[src/rtl/i2c_tgt_pkg.sv]
package i2c_tgt_pkg;

   typedef enum logic [2:0] {
      ST_IDLE,
      ST_ADDR,
      ST_ADDR_ACK,
      ST_RX,
      ST_RX_ACK,
      ST_HOLD,
      ST_TX,
      ST_TX_ACK
   } tgt_state_e;

   typedef struct packed {
      logic addr_load;
      logic rw_set;
      logic rx_load;
      logic ovf;
      logic irq;
      logic tx_done;
      logic rel_take;
      logic stop;
   } tgt_ev_t;

   localparam logic [1:0] SEL_DATA = 2'd0;
   localparam logic [1:0] SEL_STAT = 2'd1;
   localparam logic [1:0] SEL_OWN  = 2'd2;

   localparam int unsigned SB_FULL = 0;
   localparam int unsigned SB_RW   = 1;
   localparam int unsigned SB_OVF  = 2;
   localparam int unsigned SB_REL  = 3;
   localparam int unsigned SB_IRQ  = 4;

endpackage

[src/rtl/i2c_tgt_sync.sv]
module i2c_tgt_sync #(
   parameter int unsigned STAGES = 2
) (
   input  logic clk,
   input  logic rst_n,
   input  logic scl_i,
   input  logic sda_i,
   output logic scl_s,
   output logic sda_s,
   output logic scl_rise,
   output logic scl_fall,
   output logic start_det,
   output logic stop_det
);

   if (STAGES < 2) begin : g_bad_stages
      $error("i2c_tgt_sync: STAGES must be at least 2");
   end

   logic [STAGES-1:0] scl_ff;
   logic [STAGES-1:0] sda_ff;
   logic              scl_d;
   logic              sda_d;

   always_ff @(posedge clk or negedge rst_n) begin
      if (!rst_n) begin
         scl_ff <= '1;
         sda_ff <= '1;
         scl_d  <= 1'b1;
         sda_d  <= 1'b1;
      end else begin
         scl_ff <= {scl_ff[STAGES-2:0], scl_i};
         sda_ff <= {sda_ff[STAGES-2:0], sda_i};
         scl_d  <= scl_ff[STAGES-1];
         sda_d  <= sda_ff[STAGES-1];
      end
   end

   assign scl_s     = scl_ff[STAGES-1];
   assign sda_s     = sda_ff[STAGES-1];
   assign scl_rise  = scl_s & ~scl_d;
   assign scl_fall  = ~scl_s & scl_d;
   assign start_det = scl_s & scl_d & sda_d & ~sda_s;
   assign stop_det  = scl_s & scl_d & ~sda_d & sda_s;

endmodule

[src/rtl/i2c_tgt_engine.sv]
module i2c_tgt_engine
   import i2c_tgt_pkg::*;
#(
   parameter int unsigned DATA_W = 8
) (
   input  logic              clk,
   input  logic              rst_n,
   input  logic              scl_s,
   input  logic              sda_s,
   input  logic              scl_rise,
   input  logic              scl_fall,
   input  logic              start_det,
   input  logic              stop_det,
   input  logic [DATA_W-2:0] own_addr,
   input  logic              buf_full,
   input  logic [DATA_W-1:0] buf_byte,
   input  logic              rel_req,
   output logic              scl_pull,
   output logic              sda_pull,
   output tgt_ev_t           ev,
   output logic [DATA_W-1:0] ev_byte
);

   localparam int unsigned CW = $clog2(DATA_W + 1);
   localparam logic [CW-1:0] LAST = CW'(DATA_W);

   tgt_state_e        state;
   logic [CW-1:0]     bitcnt;
   logic [DATA_W-1:0] rx_sr;
   logic [DATA_W-1:0] tx_sr;
   logic              rd_mode;
   logic              m_nack;

   logic live;
   logic byte_end;
   logic addr_hit;

   assign live     = !start_det && !stop_det;
   assign byte_end = scl_fall && (bitcnt == LAST);
   assign addr_hit = (rx_sr[DATA_W-1:1] == own_addr);
   assign ev_byte  = rx_sr;

   always_comb begin
      ev           = '0;
      ev.addr_load = live && (state == ST_ADDR) && byte_end && addr_hit;
      ev.rw_set    = ev.addr_load && rx_sr[0];
      ev.rx_load   = live && (state == ST_RX) && byte_end && !buf_full;
      ev.ovf       = live && (state == ST_RX) && byte_end && buf_full;
      ev.irq       = live && scl_fall &&
                     ((state == ST_ADDR_ACK) || (state == ST_RX_ACK) || (state == ST_TX_ACK));
      ev.tx_done   = live && (state == ST_TX) && byte_end;
      ev.rel_take  = live && (state == ST_HOLD) && rel_req;
      ev.stop      = stop_det;
   end

   always_ff @(posedge clk or negedge rst_n) begin
      if (!rst_n) begin
         state    <= ST_IDLE;
         bitcnt   <= '0;
         rx_sr    <= '0;
         tx_sr    <= '0;
         rd_mode  <= 1'b0;
         m_nack   <= 1'b1;
         scl_pull <= 1'b0;
         sda_pull <= 1'b0;
      end else if (start_det) begin
         state    <= ST_ADDR;
         bitcnt   <= '0;
         scl_pull <= 1'b0;
         sda_pull <= 1'b0;
      end else if (stop_det) begin
         state    <= ST_IDLE;
         bitcnt   <= '0;
         scl_pull <= 1'b0;
         sda_pull <= 1'b0;
      end else begin
         unique case (state)
            ST_IDLE: begin
               scl_pull <= 1'b0;
               sda_pull <= 1'b0;
            end
            ST_ADDR: begin
               if (scl_rise && bitcnt != LAST) begin
                  rx_sr  <= {rx_sr[DATA_W-2:0], sda_s};
                  bitcnt <= bitcnt + 1'b1;
               end else if (byte_end) begin
                  if (addr_hit) begin
                     sda_pull <= 1'b1;
                     rd_mode  <= rx_sr[0];
                     state    <= ST_ADDR_ACK;
                  end else begin
                     state <= ST_IDLE;
                  end
               end
            end
            ST_ADDR_ACK: begin
               if (scl_fall) begin
                  sda_pull <= 1'b0;
                  bitcnt   <= '0;
                  if (rd_mode) begin
                     scl_pull <= 1'b1;
                     state    <= ST_HOLD;
                  end else begin
                     state <= ST_RX;
                  end
               end
            end
            ST_RX: begin
               if (scl_rise && bitcnt != LAST) begin
                  rx_sr  <= {rx_sr[DATA_W-2:0], sda_s};
                  bitcnt <= bitcnt + 1'b1;
               end else if (byte_end) begin
                  sda_pull <= !buf_full;
                  state    <= ST_RX_ACK;
               end
            end
            ST_RX_ACK: begin
               if (scl_fall) begin
                  sda_pull <= 1'b0;
                  bitcnt   <= '0;
                  state    <= ST_RX;
               end
            end
            ST_HOLD: begin
               if (rel_req) begin
                  scl_pull <= 1'b0;
                  tx_sr    <= buf_byte;
                  sda_pull <= ~buf_byte[DATA_W-1];
                  bitcnt   <= '0;
                  state    <= ST_TX;
               end
            end
            ST_TX: begin
               if (scl_rise && bitcnt != LAST) begin
                  bitcnt <= bitcnt + 1'b1;
               end else if (byte_end) begin
                  sda_pull <= 1'b0;
                  m_nack   <= 1'b1;
                  state    <= ST_TX_ACK;
               end else if (scl_fall) begin
                  tx_sr    <= {tx_sr[DATA_W-2:0], 1'b0};
                  sda_pull <= ~tx_sr[DATA_W-2];
               end
            end
            ST_TX_ACK: begin
               if (scl_rise) begin
                  m_nack <= sda_s;
               end else if (scl_fall) begin
                  bitcnt <= '0;
                  if (m_nack) begin
                     state <= ST_IDLE;
                  end else begin
                     scl_pull <= 1'b1;
                     state    <= ST_HOLD;
                  end
               end
            end
            default: state <= ST_IDLE;
         endcase
      end
   end

   // while the synchronized SCL stays high during a data bit, SDA drive is frozen
   assert_sda_stable_high_R5: assert property (@(posedge clk) disable iff (!rst_n)
      (state == ST_TX && scl_s && $past(scl_s)) |-> $stable(sda_pull));

   // a completed address byte that does not match never produces an acknowledge
   assert_no_ack_mismatch_R2: assert property (@(posedge clk) disable iff (!rst_n)
      (state == ST_ADDR && byte_end && !addr_hit && live) |=> !sda_pull);

   // acknowledged transmit byte leads to SCL held low
   assert_restretch_R8: assert property (@(posedge clk) disable iff (!rst_n)
      (state == ST_TX_ACK && scl_fall && !m_nack && live) |=> scl_pull);

endmodule

[src/rtl/i2c_tgt_regs.sv]
module i2c_tgt_regs
   import i2c_tgt_pkg::*;
#(
   parameter int unsigned            DATA_W     = 8,
   parameter logic [DATA_W-2:0]      RESET_ADDR = '0
) (
   input  logic              clk,
   input  logic              rst_n,
   input  logic [1:0]        reg_sel,
   input  logic              reg_we,
   input  logic              reg_re,
   input  logic [DATA_W-1:0] reg_wdata,
   output logic [DATA_W-1:0] reg_rdata,
   input  tgt_ev_t           ev,
   input  logic [DATA_W-1:0] ev_byte,
   output logic [DATA_W-1:0] buf_q,
   output logic              full_q,
   output logic              rel_q,
   output logic [DATA_W-2:0] own_q,
   output logic              irq_q
);

   localparam int unsigned PAD_W = DATA_W - 5;

   logic rw_q;
   logic ovf_q;
   logic armed_q;

   logic data_wr;
   logic data_rd;
   logic stat_wr;
   logic own_wr;

   assign data_wr = reg_we && (reg_sel == SEL_DATA);
   assign data_rd = reg_re && (reg_sel == SEL_DATA);
   assign stat_wr = reg_we && (reg_sel == SEL_STAT);
   assign own_wr  = reg_we && (reg_sel == SEL_OWN);

   always_ff @(posedge clk or negedge rst_n) begin
      if (!rst_n) begin
         buf_q   <= '0;
         full_q  <= 1'b0;
         rw_q    <= 1'b0;
         ovf_q   <= 1'b0;
         rel_q   <= 1'b0;
         irq_q   <= 1'b0;
         armed_q <= 1'b0;
         own_q   <= RESET_ADDR;
      end else begin
         if (data_wr) begin
            buf_q   <= reg_wdata;
            full_q  <= 1'b1;
            armed_q <= 1'b1;
         end else if (data_rd) begin
            full_q <= 1'b0;
         end
         if (stat_wr) begin
            if (reg_wdata[SB_REL] && armed_q) rel_q <= 1'b1;
            if (!reg_wdata[SB_OVF]) ovf_q <= 1'b0;
            if (!reg_wdata[SB_IRQ]) irq_q <= 1'b0;
         end
         if (own_wr) own_q <= reg_wdata[DATA_W-2:0];
         if (ev.addr_load || ev.rx_load) begin
            buf_q  <= ev_byte;
            full_q <= 1'b1;
         end
         if (ev.addr_load) armed_q <= 1'b0;
         if (ev.tx_done)   full_q  <= 1'b0;
         if (ev.ovf)       ovf_q   <= 1'b1;
         if (ev.irq)       irq_q   <= 1'b1;
         if (ev.rw_set)    rw_q    <= 1'b1;
         if (ev.stop)      rw_q    <= 1'b0;
         if (ev.rel_take) begin
            rel_q   <= 1'b0;
            armed_q <= 1'b0;
         end
      end
   end

   always_comb begin
      unique case (reg_sel)
         SEL_DATA: reg_rdata = buf_q;
         SEL_STAT: reg_rdata = {{PAD_W{1'b0}}, irq_q, rel_q, ovf_q, rw_q, full_q};
         SEL_OWN:  reg_rdata = {1'b0, own_q};
         default:  reg_rdata = '0;
      endcase
   end

   // the interrupt flag only falls through a host status write with bit 4 low
   assert_irq_sticky_R6: assert property (@(posedge clk) disable iff (!rst_n)
      (irq_q && !(stat_wr && !reg_wdata[SB_IRQ])) |=> irq_q);

   // an overflowing byte leaves the buffer untouched
   assert_ovf_keeps_buf_R10: assert property (@(posedge clk) disable iff (!rst_n)
      (ev.ovf && !data_wr) |=> $stable(buf_q));

   // release can only appear when a buffer write armed it
   assert_release_armed_R4: assert property (@(posedge clk) disable iff (!rst_n)
      $rose(rel_q) |-> $past(armed_q));

   // a host read of the buffer empties it when nothing refills it
   assert_read_clears_full_R9: assert property (@(posedge clk) disable iff (!rst_n)
      (data_rd && !data_wr && !ev.rx_load && !ev.addr_load) |=> !full_q);

endmodule

[src/rtl/i2c_target_stretch.sv]
module i2c_target_stretch
   import i2c_tgt_pkg::*;
#(
   parameter int unsigned       DATA_W      = 8,
   parameter int unsigned       SYNC_STAGES = 2,
   parameter logic [DATA_W-2:0] RESET_ADDR  = 7'h42
) (
   input  logic              clk,
   input  logic              rst_n,
   input  logic              scl_i,
   input  logic              sda_i,
   output logic              scl_pull_o,
   output logic              sda_pull_o,
   input  logic [1:0]        reg_sel,
   input  logic              reg_we,
   input  logic              reg_re,
   input  logic [DATA_W-1:0] reg_wdata,
   output logic [DATA_W-1:0] reg_rdata,
   output logic              irq_o
);

   if (DATA_W != 8) begin : g_bad_width
      $error("i2c_target_stretch: bus bytes are 8 bits wide");
   end

   logic              scl_s, sda_s, scl_rise, scl_fall, start_det, stop_det;
   logic [DATA_W-1:0] buf_q;
   logic              full_q;
   logic              rel_q;
   logic [DATA_W-2:0] own_q;
   tgt_ev_t           ev;
   logic [DATA_W-1:0] ev_byte;

   i2c_tgt_sync #(.STAGES(SYNC_STAGES)) i_sync (
      .clk       (clk),
      .rst_n     (rst_n),
      .scl_i     (scl_i),
      .sda_i     (sda_i),
      .scl_s     (scl_s),
      .sda_s     (sda_s),
      .scl_rise  (scl_rise),
      .scl_fall  (scl_fall),
      .start_det (start_det),
      .stop_det  (stop_det)
   );

   i2c_tgt_engine #(.DATA_W(DATA_W)) i_engine (
      .clk       (clk),
      .rst_n     (rst_n),
      .scl_s     (scl_s),
      .sda_s     (sda_s),
      .scl_rise  (scl_rise),
      .scl_fall  (scl_fall),
      .start_det (start_det),
      .stop_det  (stop_det),
      .own_addr  (own_q),
      .buf_full  (full_q),
      .buf_byte  (buf_q),
      .rel_req   (rel_q),
      .scl_pull  (scl_pull_o),
      .sda_pull  (sda_pull_o),
      .ev        (ev),
      .ev_byte   (ev_byte)
   );

   i2c_tgt_regs #(.DATA_W(DATA_W), .RESET_ADDR(RESET_ADDR)) i_regs (
      .clk       (clk),
      .rst_n     (rst_n),
      .reg_sel   (reg_sel),
      .reg_we    (reg_we),
      .reg_re    (reg_re),
      .reg_wdata (reg_wdata),
      .reg_rdata (reg_rdata),
      .ev        (ev),
      .ev_byte   (ev_byte),
      .buf_q     (buf_q),
      .full_q    (full_q),
      .rel_q     (rel_q),
      .own_q     (own_q),
      .irq_q     (irq_o)
   );

   // a STOP seen on the synchronized lines frees both pads on the next clock
   assert_stop_frees_lines_R1: assert property (@(posedge clk) disable iff (!rst_n)
      stop_det |=> (!scl_pull_o && !sda_pull_o));

endmodule

[config.mk]
export PLATFORM = sky130hd
export DESIGN_NAME = i2c_target_stretch
export DESIGN_NICKNAME = d
export VERILOG_FILES = /design/src/rtl/i2c_tgt_pkg.sv /design/src/rtl/i2c_tgt_sync.sv /design/src/rtl/i2c_tgt_engine.sv /design/src/rtl/i2c_tgt_regs.sv /design/src/rtl/i2c_target_stretch.sv
export SDC_FILE = /design/constraint.sdc
export NUM_CORES = 1
export LEC_CHECK = 0
export BUFFER_PORTS_ARGS = -buffer_cell sky130_fd_sc_hd__clkbuf_2
export CORE_UTILIZATION = 25
export CTS_CLUSTER_SIZE = 10
export DETAILED_ROUTE_END_ITERATION = 10
export SYNTH_ARGS = -nofsm -noshare
export SYNTH_HDL_FRONTEND = slang
export SYNTH_SLANG_ARGS = --single-unit
export TNS_END_PERCENT = 10
[constraint.sdc]
create_clock -name clk -period 3.6 [get_ports clk]
set_input_delay 0.54 -clock clk [delete_from_list [all_inputs] [get_ports clk]]
set_output_delay 0.54 -clock clk [all_outputs]
set_load 0.01 [all_outputs]
Word level (Yosys, flattened, before mapping) --
Cells that the tools add are included.
Operators by class: bitwise gates (word level) 16, $add $sub $neg 1, equality and inequality tests 37, reductions and logical operators 58, mux-type cells 76
Operator list (count):
- 3-bit two-way mux | 15
- 4-bit by 1-bit inequality test with 1-bit output (second input constant) | 11
- 1-bit two-way mux | 41
- 7-bit two-way mux | 4
- 4-bit two-way mux | 6
- 8-bit case mux with 3 select lines | 1
- 1-bit logical AND | 22
- 3-bit case mux with 7 select lines | 1
- 8-bit two-way mux | 2
- 4-bit by 2-bit inequality test with 1-bit output (second input constant) | 4
- 4-bit case mux with 4 select lines | 1
- 2-bit nonzero test | 8
- 7-bit case mux with 2 select lines | 1
- 7-bit AND reduction | 2
- 3-bit == test (second input constant) | 4
- 2-bit by 1-bit inequality test with 1-bit output (second input constant) | 6
- 12-bit AND reduction | 1
- 6-bit AND reduction | 2
- 6-bit nonzero test | 2
- 10-bit AND reduction | 1
- 1-bit NOT | 9
- 9-bit nonzero test | 1
- 4-bit inequality test (second input constant) | 2
- 4-bit AND reduction | 2
- other kinds (24) | 39
Storage, ports and cells: input port bits 16, flip-flop bits (word level) 53, word-level logic and storage cells 208, output and inout port bits 11

Logic depth before layout (Yosys ltp) --
depth in word-level cells 11, gate-level depth with buffers 8

By module --
From an unflattened synthesis, not the netlist that was laid out.
Second synthesis, totals: cell total of the unflattened synthesis 279, area total of the unflattened synthesis 2885.3 µm²
Modules (own cells, without submodules):
- i2c_tgt_engine | seq. area each 651.9 µm², instances 1, area an instance 1624.1 µm², cells each 184
- i2c_tgt_regs | seq. area each 528.0 µm², instances 1, area an instance 1071.0 µm², cells each 85
- i2c_tgt_sync | seq. area each 157.7 µm², instances 1, area an instance 190.2 µm², cells each 10

Worst setup path before layout --
Ideal clock, no wire load.
path kind input to register, start in reg_sel[1], end reg i_regs.buf_q[0], data required time 3.475 ns, setup time 0.125 ns, arrival time 1.880 ns, buffers on the path 2, cell stages on the path 6, path slack 1.595 ns, path through buf_4 nor2_1 and2_1 clkbuf_1 mux2_2 mux2_2
On the way: longest elaborated chain between the ends 3
Ends and longest elaborated chain:
- from (decl) | RTL line i2c_target_stretch.sv:14 | input logic [1:0] reg_sel,
- 2-bit zero test | RTL line i2c_tgt_regs.sv:34 | assign data_wr = reg_we && (reg_sel == SEL_DATA);
- 1-bit logical AND | RTL line i2c_tgt_regs.sv:34
- 2-bit nonzero test (no source line)
- to (signal assigned) | RTL line i2c_tgt_regs.sv:51 | buf_q <= reg_wdata;
- to (signal assigned) | RTL line i2c_tgt_regs.sv:64 | buf_q <= ev_byte;
- to (decl) | RTL line i2c_tgt_regs.sv:16 | output logic [DATA_W-1:0] buf_q,
Every way passes these cells. A chain may end at the register's enable or synchronous reset.

Worst setup path in the final report --
start reg i_engine.state[1], end reg i_engine.sda_pull
On the way: longest elaborated chain between the ends 5, elaborated cells on any way between the ends 22, those cells by class eq/ne (15); mux (3); reduce/logical (4)
Ends and longest elaborated chain:
- from (decl) | RTL line i2c_tgt_engine.sv:27 | tgt_state_e state;
- from (signal assigned) | RTL line i2c_tgt_engine.sv:58 | state <= ST_IDLE;
- from (signal assigned) | RTL line i2c_tgt_engine.sv:67 | state <= ST_ADDR;
- from (signal assigned) | RTL line i2c_tgt_engine.sv:72 | state <= ST_IDLE;
- 3-bit == test or 3-bit by 2-bit == test with 1-bit output (tied branches) | RTL line i2c_tgt_engine.sv:77 | unique case (state)
- 2-bit OR reduction (no source line)
- 1-bit case mux with 6 select lines | RTL line i2c_tgt_engine.sv:77
- 1-bit two-way mux | RTL line i2c_tgt_engine.sv:71 | end else if (stop_det) begin
- 1-bit two-way mux | RTL line i2c_tgt_engine.sv:66 | end else if (start_det) begin
- to (signal assigned) | RTL line i2c_tgt_engine.sv:113 | sda_pull <= !buf_full;
- to (signal assigned) | RTL line i2c_tgt_engine.sv:128 | sda_pull <= ~buf_byte[DATA_W-1];
- to (signal assigned) | RTL line i2c_tgt_engine.sv:142 | sda_pull <= ~tx_sr[DATA_W-2];
- to (decl) | RTL line i2c_tgt_engine.sv:19 | output logic sda_pull,
Several ways; a longest one is shown, not always the timed one.

==> results.sh <==
export IMPL_synth_top_cell_area_share=0.375
export IMPL_finalSetupViolCount=0
export IMPL_dieArea_um2=12200
export IMPL_drc=0
export IMPL_htree_levels=2
export IMPL_yosysUniqueCellTypes=54
export IMPL_grt_pass1_vias=2115
export IMPL_slew_viol_final=0
export IMPL_fmax_mhz=428
export IMPL_cp_slowest_cell="dfrtp_1"
export IMPL_finalNetCount=318
export IMPL_required_ns=3.78
export IMPL_path_delay_family="simple AND/OR/NAND/NOR gates"
export IMPL_post_cts_buffers=0
export IMPL_period_needed_ns=2.34
export IMPL_yosys_register_bits=53
export IMPL_start_kind="flip-flop"
export IMPL_use_met1=0.173
export IMPL_vias_per_cell=4.98
export IMPL_drv_cap=0
export IMPL_grtUsageMet3=0.0229
export IMPL_num_antenna_cells=0
export IMPL_critPathMaxStageDelay_ns=0.70
export IMPL_crit_chain="and3b_1 -> o211ai_2 -> o21ai_1 -> nand3b_1 -> mux2_2"
export IMPL_finish_utilization=0.292
export IMPL_start_util=0.257
export IMPL_avgSynthCellArea_um2=10.6
export IMPL_first_pass_iters=4
export IMPL_cts_num_sinks=53
export IMPL_cts_resized=0
export IMPL_p_total_mw=1.41
export IMPL_tritoncts="yes"
export IMPL_maxSlewHeadroom=0.515
export IMPL_routabilityCongestion=0.856
export IMPL_crit_fanout=20
export IMPL_drt_wirelength_per_cell_um=15.1
export IMPL_rows=39
export IMPL_clk_latency_ns=0.30
export IMPL_dp_cells=436
export IMPL_grt_busiest_layer="met2"
export IMPL_holdWs_ns=0.250
export IMPL_async_flop_share=1.00
export IMPL_endpoint_kind="flip-flop"
export IMPL_syn_inst=278
export IMPL_run_status="complete, no violations"
export IMPL_r2r_start="i_engine.state[1]$_DFFE_PN0P_"
export IMPL_finalClockSkew_ns=0.00665
export IMPL_worst_path_buf_inv=0
export IMPL_grt_start_max_net_pins=30
export IMPL_clk_pin_slew_ns=0.08
export IMPL_synth_largest_area_cell="dfrtp_1"
export IMPL_worst_pin_slew_ns=0.723
export IMPL_synth_area_top_cells="dfrtp_1, mux2_2, dfstp_2"
export IMPL_grt_antenna_before_repair=0
export IMPL_ios=27
export IMPL_tns_ns=0
export IMPL_finalCritPeriodShare=0.650
export IMPL_yosys_warnings=0
export IMPL_fp_coreArea_um2=11400
export IMPL_cts_buffers=5
export IMPL_worstPathArrival_ns=2.52
export IMPL_finalHoldViolations=0
export IMPL_synth_edff_count=0
export IMPL_power_density_nw_per_um2=423
export IMPL_netlist_area_um2=2940
export IMPL_grt_pass1_wl_um=11200
export IMPL_dpl_hpwl_um=5020
export IMPL_synth_nets=296
export IMPL_root_buffer="clkbuf_16"
export IMPL_worstHoldPathType="in -> async"
export IMPL_gr_total_overflow=0
export IMPL_vias=2212
export IMPL_drtIter0Drc=204
export IMPL_startpoint="i_engine.state[1]$_DFFE_PN0P_"
export IMPL_cts_hold_buf=0
export IMPL_rsz0062_at_grt="no"
export IMPL_die_h_um=110
export IMPL_drive_gt1_frac=0.282
export IMPL_ant_nets=0
export IMPL_p_leak_nw=1.41
export IMPL_max_vdd_ir_drop_v=0.000255
export IMPL_cts_buffer_depth=2
export IMPL_use_met2=0.184
export IMPL_final_cells=444
export IMPL_ys_flop_type="dfrtp_1"
export IMPL_dieWidth_um=110
export IMPL_path_class="reg -> reg"
export IMPL_wirelength_um=6720
export IMPL_grt_total_usage=0.121
export IMPL_synthToLayoutAreaGrowth_pct=13.5
export IMPL_portBuffers=26
export IMPL_ys_seq_area_frac=0.455
export IMPL_nFillCells=1216
[Yosys cell counts, types with 3 or more instances]
library cell / n
dfrtp_1: 44
mux2i_1: 14
mux2_2: 33
xnor2_1: 7
nor2_1: 19
nor2b_1: 6
and2_1: 4
a211o_1: 3
a21oi_1: 20
nand4_1: 4
o21ai_0: 20
nand2_1: 18
dfstp_2: 9
inv_1: 8
nand3b_1: 5
buf_2: 3
o211ai_1: 5
nand3_1: 5
nor3b_1: 3
nand2b_1: 3
clkbuf_1: 4
[path summary, 6_finish.rpt]
path,cells past startpoint,endpoint,slack (ns)
setup / recovery,5,i_engine.sda_pull$_DFFE_PN0P_,1.26
hold / removal,1,i_engine.ev_byte[2]$_DFFE_PN0P_,0.25
setup reg to reg,5,i_engine.sda_pull$_DFFE_PN0P_,1.26
hold reg to reg,0,i_sync.sda_ff[1]$_DFF_PN1_,0.36
max in group asynchronous,2,i_regs.own_q[6]$_DFFE_PN1P_,2.48
min in group clk,1,i_sync.sda_ff[0]$_DFF_PN1_,0.32
[layer usage]
layer	up-vias	routed length [um]
met5	-	0
met4	0	121
met3	14	266
met2	60	3020
met1	1088	3310
li1	1050	-
[stage by stage]
step / cell area [um^2] / setup WS [ns]
6_report: 3330 / 1.26
5_1_grt: 3330 / 1.12
4_1_cts: 3330 / 1.31
3_5_place_dp: 3180 / 1.31
3_3_place_gp: 3180 / 1.35
2_1_floorplan: 2940 / 1.59
[sequential cells by signal (all words and copies together) (netlist names), 2 cells and up]
signal            count
i_sync.scl_ff         2
i_regs.buf_q          8
i_engine.bitcnt       4
i_regs.own_q          7
i_engine.tx_sr        7
i_engine.ev_byte      8
i_sync.sda_ff         2
i_engine.state        3
[final cells by class]
cell class	instances	area (um^2)	share of cell area
Multi-Input combinational cell	204	1490	0.448
Sequential cell	53	1340	0.401
Tap cell	143	179	0.0537
Timing Repair Buffer	27	138	0.0413
Clock buffer	5	125	0.0376
Inverter	9	33.8	0.0101
Clock inverter	3	25.0	0.00751
[cells in the final DEF, fill, tap and decap left out, types with 3 or more instances in the layout]
master	instances
a21oi_1	20
o21ai_0	20
nand2b_1	3
nand4_1	4
nor2b_1	6
nor3b_1	3
dfstp_2	9
nand2_1	18
mux2i_1	14
clkbuf_16	5
o211ai_1	5
xnor2_1	7
and2_1	4
clkbuf_2	26
dfrtp_1	44
mux2_2	33
a211o_1	3
nand3_1	5
nand3b_1	5
inv_1	8
nor2_1	19
[cells by family after synthesis]
logic type / after synthesis / synth area share
DFF: 53 / 0.455
adders and majority gates: 2 / 0.00852
buffers and inverters: 21 / 0.0358
and+or+nand+nor: 78 / 0.147
AOI/OAI and AO/OA: 68 / 0.148
xor gates and xnor gates: 8 / 0.0264
muxes: 48 / 0.178
[where the power goes]
part           internal, mW  switching (mW)
Combinational         0.104           0.101
Clock                 0.263           0.235
Sequential            0.650          0.0548
Power figures use the tool's default switching activity.
